## config.mk

```make
export PLATFORM = sky130hd
export DESIGN_NAME = tick_timer_bank
export DESIGN_NICKNAME = d
export VERILOG_FILES = /design/src/rtl/tick_timer_pkg.sv /design/src/rtl/tick_timer_decode.sv /design/src/rtl/tick_timer_chan.sv /design/src/rtl/tick_timer_rdmux.sv /design/src/rtl/tick_timer_bank.sv
export SDC_FILE = /design/constraint.sdc
export NUM_CORES = 1
export LEC_CHECK = 0
export BUFFER_PORTS_ARGS = -buffer_cell sky130_fd_sc_hd__clkbuf_2
export CORE_UTILIZATION = 40
export DETAILED_ROUTE_END_ITERATION = 8
export SLEW_MARGIN = 20
export SYNTH_ARGS = -nofsm -noshare
export SYNTH_HDL_FRONTEND = slang
export SYNTH_SLANG_ARGS = --single-unit
```

## constraint.sdc

```tcl
create_clock -name clk -period 2.5 [get_ports clk]
set_input_delay 0.25 -clock clk [delete_from_list [all_inputs] [get_ports clk]]
set_output_delay 0.25 -clock clk [all_outputs]
set_load 0.01 [all_outputs]
```

## src/rtl/tick_timer_pkg.sv

```systemverilog
// Shared constants and types for the interval timer bank.
package tick_timer_pkg;
    localparam logic [1:0] OFF_LOAD  = 2'd0;
    localparam logic [1:0] OFF_CTRL  = 2'd1;
    localparam logic [1:0] OFF_COUNT = 2'd2;

    // Control register layout: bit 1 auto-reload, bit 0 enable.
    typedef struct packed {
        logic reload;
        logic enable;
    } ctrl_t;
endpackage

```

## src/rtl/tick_timer_decode.sv

```systemverilog
// Address decoder: turns a bus write into per-timer load/control strobes.
// Assumes timer n occupies bytes n*16..n*16+15; unknown offsets are dropped.
module tick_timer_decode
    import tick_timer_pkg::*;
#(
    parameter int NUM_TIMERS = 4,
    parameter int ADDR_W     = 8
) (
    input  logic                  bus_we,
    input  logic [ADDR_W-1:0]     bus_addr,
    output logic [NUM_TIMERS-1:0] load_we,
    output logic [NUM_TIMERS-1:0] ctrl_we
);
    localparam int IDX_W = ADDR_W - 4;

    logic [IDX_W-1:0] idx;
    logic [1:0]       off;
    logic             unused_addr_lo;

    assign idx            = bus_addr[ADDR_W-1:4];
    assign off            = bus_addr[3:2];
    assign unused_addr_lo = ^bus_addr[1:0];

    // One strobe pair per timer slot.
    for (genvar n = 0; n < NUM_TIMERS; n++) begin : g_strobe
        assign load_we[n] = bus_we && (idx == IDX_W'(n)) && (off == OFF_LOAD);
        assign ctrl_we[n] = bus_we && (idx == IDX_W'(n)) && (off == OFF_CTRL);
    end
endmodule

```

## src/rtl/tick_timer_chan.sv

```systemverilog
// One interval timer: load register, control bits, down counter, interrupt.
// Assumes load and control writes for this channel never coincide.
module tick_timer_chan
    import tick_timer_pkg::*;
#(
    parameter int CNT_W = 23
) (
    input  logic             clk,
    input  logic             rst_n,
    input  logic             tick_en,
    input  logic             load_we,
    input  logic             ctrl_we,
    input  logic [CNT_W-1:0] load_wdata,
    input  logic [1:0]       ctrl_wdata,
    output logic [CNT_W-1:0] load_q,
    output ctrl_t            ctrl_q,
    output logic [CNT_W-1:0] count_q,
    output logic             irq
);
    logic parked;   // one-shot expired, waiting for a control rewrite

    // Load register: updated only by bus writes.
    always_ff @(posedge clk) begin
        if (!rst_n)       load_q <= '0;
        else if (load_we) load_q <= load_wdata;
    end

    // Control, counter and interrupt state machine.
    always_ff @(posedge clk) begin
        if (!rst_n) begin
            ctrl_q  <= '0;
            count_q <= '0;
            irq     <= 1'b0;
            parked  <= 1'b0;
        end else if (ctrl_we) begin
            ctrl_q.enable <= ctrl_wdata[0];
            ctrl_q.reload <= ctrl_wdata[1];
            irq           <= 1'b0;
            parked        <= 1'b0;
            if (ctrl_wdata[0]) count_q <= load_q;
        end else if (tick_en && ctrl_q.enable && !parked) begin
            if (count_q == '0) begin
                irq <= 1'b1;
                if (ctrl_q.reload) count_q <= load_q;
                else               parked  <= 1'b1;
            end else begin
                count_q <= count_q - 1'b1;
            end
        end
    end

    // an enabling control write restarts from the load value.
    p_enable_loads_r3: assert property (@(posedge clk) disable iff (!rst_n)
        (ctrl_we && ctrl_wdata[0]) |=> (count_q == $past(load_q)));

    // without a tick or control write the count cannot move.
    p_hold_without_tick_r4: assert property (@(posedge clk) disable iff (!rst_n)
        (!tick_en && !ctrl_we) |=> $stable(count_q));

    // the interrupt rises only on a tick that found an enabled zero count.
    p_irq_rise_at_zero_r5: assert property (@(posedge clk) disable iff (!rst_n)
        $rose(irq) |-> $past(tick_en && ctrl_q.enable && count_q == '0));

    // a parked one-shot stays at zero, enabled, with interrupt held.
    p_oneshot_parked_r5: assert property (@(posedge clk) disable iff (!rst_n)
        (parked && !ctrl_we) |=> (count_q == '0 && irq && ctrl_q.enable));

    // any control write acknowledges the interrupt.
    p_ctrl_clears_irq_r7: assert property (@(posedge clk) disable iff (!rst_n)
        ctrl_we |=> !irq);

    // a stopped timer neither counts nor interrupts.
    p_stopped_frozen_r8: assert property (@(posedge clk) disable iff (!rst_n)
        (!ctrl_q.enable && !ctrl_we) |=> ($stable(count_q) && !$rose(irq)));
endmodule

```

## src/rtl/tick_timer_rdmux.sv

```systemverilog
// Read-back multiplexer: selects a timer register by address, zero elsewhere.
module tick_timer_rdmux
    import tick_timer_pkg::*;
#(
    parameter int NUM_TIMERS = 4,
    parameter int CNT_W      = 23,
    parameter int ADDR_W     = 8,
    parameter int DATA_W     = 32
) (
    input  logic [ADDR_W-1:0]                 bus_addr,
    input  logic [NUM_TIMERS-1:0][CNT_W-1:0]  load_q,
    input  ctrl_t [NUM_TIMERS-1:0]            ctrl_q,
    input  logic [NUM_TIMERS-1:0][CNT_W-1:0]  count_q,
    output logic [DATA_W-1:0]                 bus_rdata
);
    localparam int IDX_W = ADDR_W - 4;

    logic [IDX_W-1:0] idx;
    logic [1:0]       off;

    assign idx = bus_addr[ADDR_W-1:4];
    assign off = bus_addr[3:2];

    // Pick the addressed register; unmatched addresses return zero.
    always_comb begin
        bus_rdata = '0;
        for (int n = 0; n < NUM_TIMERS; n++) begin
            if (idx == IDX_W'(n)) begin
                case (off)
                    OFF_LOAD:  bus_rdata = DATA_W'(load_q[n]);
                    OFF_CTRL:  bus_rdata = DATA_W'(ctrl_q[n]);
                    OFF_COUNT: bus_rdata = DATA_W'(count_q[n]);
                    default:   bus_rdata = '0;
                endcase
            end
        end
    end
endmodule

```

## src/rtl/tick_timer_bank.sv

```systemverilog
// Top: a bank of independent interval timers on a simple register bus.
// Assumes tick_en is a single-cycle pulse synchronous to clk; DATA_W > CNT_W.
module tick_timer_bank
    import tick_timer_pkg::*;
#(
    parameter int NUM_TIMERS = 4,
    parameter int CNT_W      = 23,
    parameter int ADDR_W     = 8,
    parameter int DATA_W     = 32
) (
    input  logic                  clk,
    input  logic                  rst_n,
    input  logic                  tick_en,
    input  logic                  bus_we,
    input  logic [ADDR_W-1:0]     bus_addr,
    input  logic [DATA_W-1:0]     bus_wdata,
    output logic [DATA_W-1:0]     bus_rdata,
    output logic [NUM_TIMERS-1:0] irq
);
    logic [NUM_TIMERS-1:0]            load_we;
    logic [NUM_TIMERS-1:0]            ctrl_we;
    logic [NUM_TIMERS-1:0][CNT_W-1:0] load_q;
    logic [NUM_TIMERS-1:0][CNT_W-1:0] count_q;
    ctrl_t [NUM_TIMERS-1:0]           ctrl_q;
    logic                             unused_wdata_hi;

    assign unused_wdata_hi = ^bus_wdata[DATA_W-1:CNT_W];

    tick_timer_decode #(
        .NUM_TIMERS(NUM_TIMERS),
        .ADDR_W    (ADDR_W)
    ) u_decode (
        .bus_we  (bus_we),
        .bus_addr(bus_addr),
        .load_we (load_we),
        .ctrl_we (ctrl_we)
    );

    for (genvar n = 0; n < NUM_TIMERS; n++) begin : g_chan
        tick_timer_chan #(.CNT_W(CNT_W)) u_chan (
            .clk       (clk),
            .rst_n     (rst_n),
            .tick_en   (tick_en),
            .load_we   (load_we[n]),
            .ctrl_we   (ctrl_we[n]),
            .load_wdata(bus_wdata[CNT_W-1:0]),
            .ctrl_wdata(bus_wdata[1:0]),
            .load_q    (load_q[n]),
            .ctrl_q    (ctrl_q[n]),
            .count_q   (count_q[n]),
            .irq       (irq[n])
        );
    end

    tick_timer_rdmux #(
        .NUM_TIMERS(NUM_TIMERS),
        .CNT_W     (CNT_W),
        .ADDR_W    (ADDR_W),
        .DATA_W    (DATA_W)
    ) u_rdmux (
        .bus_addr (bus_addr),
        .load_q   (load_q),
        .ctrl_q   (ctrl_q),
        .count_q  (count_q),
        .bus_rdata(bus_rdata)
    );
endmodule

```

==> flow_summary.toml <==
[sta]
relSlewSlack_pct = 48.9
setup_viol = 0
grt_setup_unrepaired = "false"
max_slew.worst_pin.slew_ns = 0.767
slew_viol_final = 0
timing.final.crit_share_pct = 97.3
timing.fmax_ghz = 0.411
fin_ws_ns = 0.0669
fin_crit_ns = 2.43
hold_violations = 0
clock_skew_ns = 0.0163

[synth]
syn_area_per_cell_um2 = 7.40
netlist_top_cells_area = "dfxtp_1 34%, nand2_1 10%, a21oi_1 9.1%"
synth_commonest_cells = "320 x nand2_1, 213 x a21oi_1, 200 x dfxtp_1"
ys_seq_area_share_pct = 34.3
synth_edf_count = 0
synth-seq-cells = 200
async_flop_share_pct = 0
synth.top_cell.area_share_pct = 34.3
ys.flop_type = "dfxtp_1"
yosysWarningCount = 0
synthDistinctLibCells = 71
synth_most_common_cell = "nand2_1"
syn_area_mm2 = 0.0117
synthCells = 1577
yosysTopAreaCell = "dfxtp_1"

[hold_path]
min_path_type = "in2reg"

[cells_and_area]
syn2layout_area_growth_pct = 15.4
drive_gt1_share_pct = 14.8
diodes = 0
num-nets-final = 1685
final_cell_area_mm2 = 0.0135

[global_routing]
overflow = 0
antenna_found_initial = 0
grt_pass1_vias = 11200
grt_start_max_net_pins = 69
grt_pass1_wl_um = 65200
grtUsageTotal_pct = 28.2

[clock_network]
clock_tree.root_cell = "clkbuf_16"
clk_pin_slew_ns = 0.09
htreeDepth = 4
clk_latency_ns = 0.45
cts_tree = "built"
ctsHoldBuffers = 0
cts_sinks = 200
cts_made_buffers = 17
clock_path_buffers = 2

[power]
p_switching_mw = 1.68
vdd_drop_max_mv = 0.429
p_sw_share_pct = 25.8
p_int_mw = 4.83
p_leak_nw = 4.92
pwr-share-comb_pct = 6.0
pwr-share-clk_pct = 45.0
powerDensity_mw_per_mm2 = 484
seq_power_share_pct = 49.0

[worst_setup_path]
crit_required_ns = 2.25
cp.arrival_ns = 2.18
startpoint_type = "register"
worstPathMaxFanout = 5
cp-endpoint = "bus_rdata[7]"
cp_num_cells = 7
crit_buf_inv = 3
slowest_stage = "o21ai_0"
reg2reg_from = "g_chan[2].u_chan.count_q[0]$_SDFFE_PN0P_"
reg2reg_slack_ns = 0.09
cpLargestDelayFamily = "compound AO/OA/AOI/OAI gates"
critical-path-max-stage-delay_ns = 0.38
end_kind = "primary output"
worst-setup-path-type = "reg2out"
r2r_end = "g_chan[2].u_chan.count_q[18]$_SDFFE_PN0P_"
reg2reg_depth = 8
startpoint = "g_chan[1].u_chan.count_q[7]$_SDFFE_PN0P_"
crit_chain = "buf_4, mux2i_1, o22ai_1, buf_4, o21ai_0, o21ai_0, clkbuf_2"

[die]
coreArea_mm2 = 0.0287
initial_core_util_pct = 40.7
fp.dieH_um = 173
ios = 80
die_w_um = 173
rows = 62
dieArea_mm2 = 0.0299

[placement]
dpl.hpwl_um = 30000
post-place-ws_ns = -0.000577
place_area_mm2 = 0.0128
portBuffers = 59
gp_congestion = 1.06

[route]
vias = 12200
wire_per_inst_um = 21.0
antenna_left = 0
avgViaCountPerCell = 6.02
routed_wl_um = 42500
dr.pass1.iters = 5
drtIter0Drc = 1312
drc = 0

[run]
drv_cap = 0

[status]
status = "finished, final reports clean"
-- worst reg2reg max path, delay by kind of cell (launching register included) --
| family | cells | cell delay [ns] |
|---|---|---|
| AND/OR/NAND/NOR | 3 | 1.33 |
| flip-flops | 1 | 0.38 |
| AO/OA/AOI/OAI | 2 | 0.32 |
| buffers and inverters | 2 | 0.17 |
| adder cells (fa/ha/maj) | 1 | 0.14 |
-- cell usage in the layout (no fill, tap or decap), types with 5 or more instances in the layout --
| cell type | netlist | routed |
|---|---|---|
| clkbuf_2 | 1 | 58 |
| nand3_1 | 30 | 30 |
| o211ai_1 | 33 | 33 |
| o41ai_1 | 6 | 6 |
| nand2_1 | 320 | 320 |
| or3_1 | 11 | 11 |
| o22ai_1 | 40 | 37 |
| a21oi_1 | 213 | 212 |
| nand4_1 | 8 | 8 |
| or4_1 | 11 | 11 |
| and2_1 | 10 | 10 |
| ha_1 | 8 | 7 |
| o31a_1 | 10 | 10 |
| conb_1 | 1 | 9 |
| o21ai_1 | 14 | 12 |
| a31oi_1 | 10 | 9 |
| nor4_4 | 4 | 5 |
| mux2i_1 | 93 | 93 |
| buf_4 | 17 | 94 |
| nor3b_1 | 6 | 6 |
| a21o_1 | 11 | 11 |
| clkbuf_16 | 0 | 17 |
| nand2b_1 | 8 | 7 |
| dfxtp_1 | 200 | 198 |
| o21ai_0 | 116 | 116 |
| and3_1 | 9 | 9 |
| inv_1 | 12 | 9 |
| nor3_1 | 52 | 52 |
| nor2_1 | 101 | 98 |
| o21a_1 | 7 | 6 |
| nor4_1 | 18 | 18 |
| a32o_1 | 12 | 12 |
| buf_12 | 0 | 10 |
-- per-layer routing --
metal  vias to the layer above  track usage [%]  wire, um
li1                       5774                -         -
met1                      5853             37.9     18600
met2                       492             43.0     18600
met3                        90             6.20      3460
met4                         2             12.6      1760
met5                         -             2.72       113
-- registers in the layout (all words and copies together) (netlist names) --
| register | count |
|---|---|
| g_chan.u_chan.count_q | 92 |
| g_chan.u_chan.irq | 4 |
| g_chan.u_chan.load_q | 92 |
| g_chan.u_chan.parked | 4 |
| g_chan.u_chan.ctrl_q | 8 |
-- cell families after synthesis --
kind of cell             count (synthesis)  share of synthesized area [%]
adder cells (fa/ha/maj)                  8                          0.858
flip-flops                             200                           34.3
AO/OA/AOI/OAI                          494                           24.6
buffers and inverters                  147                           5.78
AND/OR/NAND/NOR                        627                           25.6
XOR/XNOR                                 4                          0.300
multiplexers                            96                           8.55
other                                    1                         0.0321
-- worst min path at each step --
stage | start | end | slack, ns | cells past startpoint
CTS | bus_wdata[22] | g_chan[3].u_chan.load_q[22]$_SDFFE_PN0P_ | 0.15 | 3
finish | bus_wdata[22] | g_chan[3].u_chan.load_q[22]$_SDFFE_PN0P_ | 0.15 | 3
detailed placement | g_chan[0].u_chan.load_q[8]$_SDFFE_PN0P_ | g_chan[0].u_chan.load_q[8]$_SDFFE_PN0P_ | 0.46 | 2
global route | bus_wdata[22] | g_chan[3].u_chan.load_q[22]$_SDFFE_PN0P_ | 0.16 | 3
floorplan | bus_wdata[10] | g_chan[0].u_chan.load_q[10]$_SDFFE_PN0P_ | 0.39 | 2
global placement | g_chan[3].u_chan.parked$_SDFFE_PP0P_ | g_chan[3].u_chan.parked$_SDFFE_PP0P_ | 0.45 | 2
-- power groups by stage --
stage	registers, mW	clock network (mW)	logic, mW
3_5_place_dp	3.27	0	0.378
2_1_floorplan	3.27	0	0.201
3_3_place_gp	3.27	0	0.376
6_report	3.19	2.93	0.390
4_1_cts	3.19	2.96	0.379
5_1_grt	3.19	3.08	0.405
-- through the flow --
step	TNS (ns)	total power [mW]	std cells	hold WS, ns	utilization (%)
2_1_floorplan	0	3.47	1585	0.386	-
3_3_place_gp	0	3.65	1996	0.453	44.5
3_5_place_dp	-0.000577	3.65	1996	0.458	44.5
4_1_cts	0	6.53	2028	0.150	46.6
5_1_grt	0	6.68	2030	0.162	46.9
6_report	0	6.52	2030	0.151	46.9
-- layout make-up --
cell class	instances	area [um^2]
multi-input cells	1238	7120
well taps	384	480
inverters	13	53.8
flip-flops and latches	200	4010
clock buffers	19	443
clock inverters	13	159
repair buffers	163	1210
fillers	2923	15200
-- what timing repair did --
item / in CTS / in global routing
endpoints found under the setup margin: 4 / 57
gates cloned: 0 / 0
pin swaps: 0 / 5
setup buffers: 0 / 2
resized for setup: 3 / 23
No activity file was read; power rests on OpenSTA's default activity.
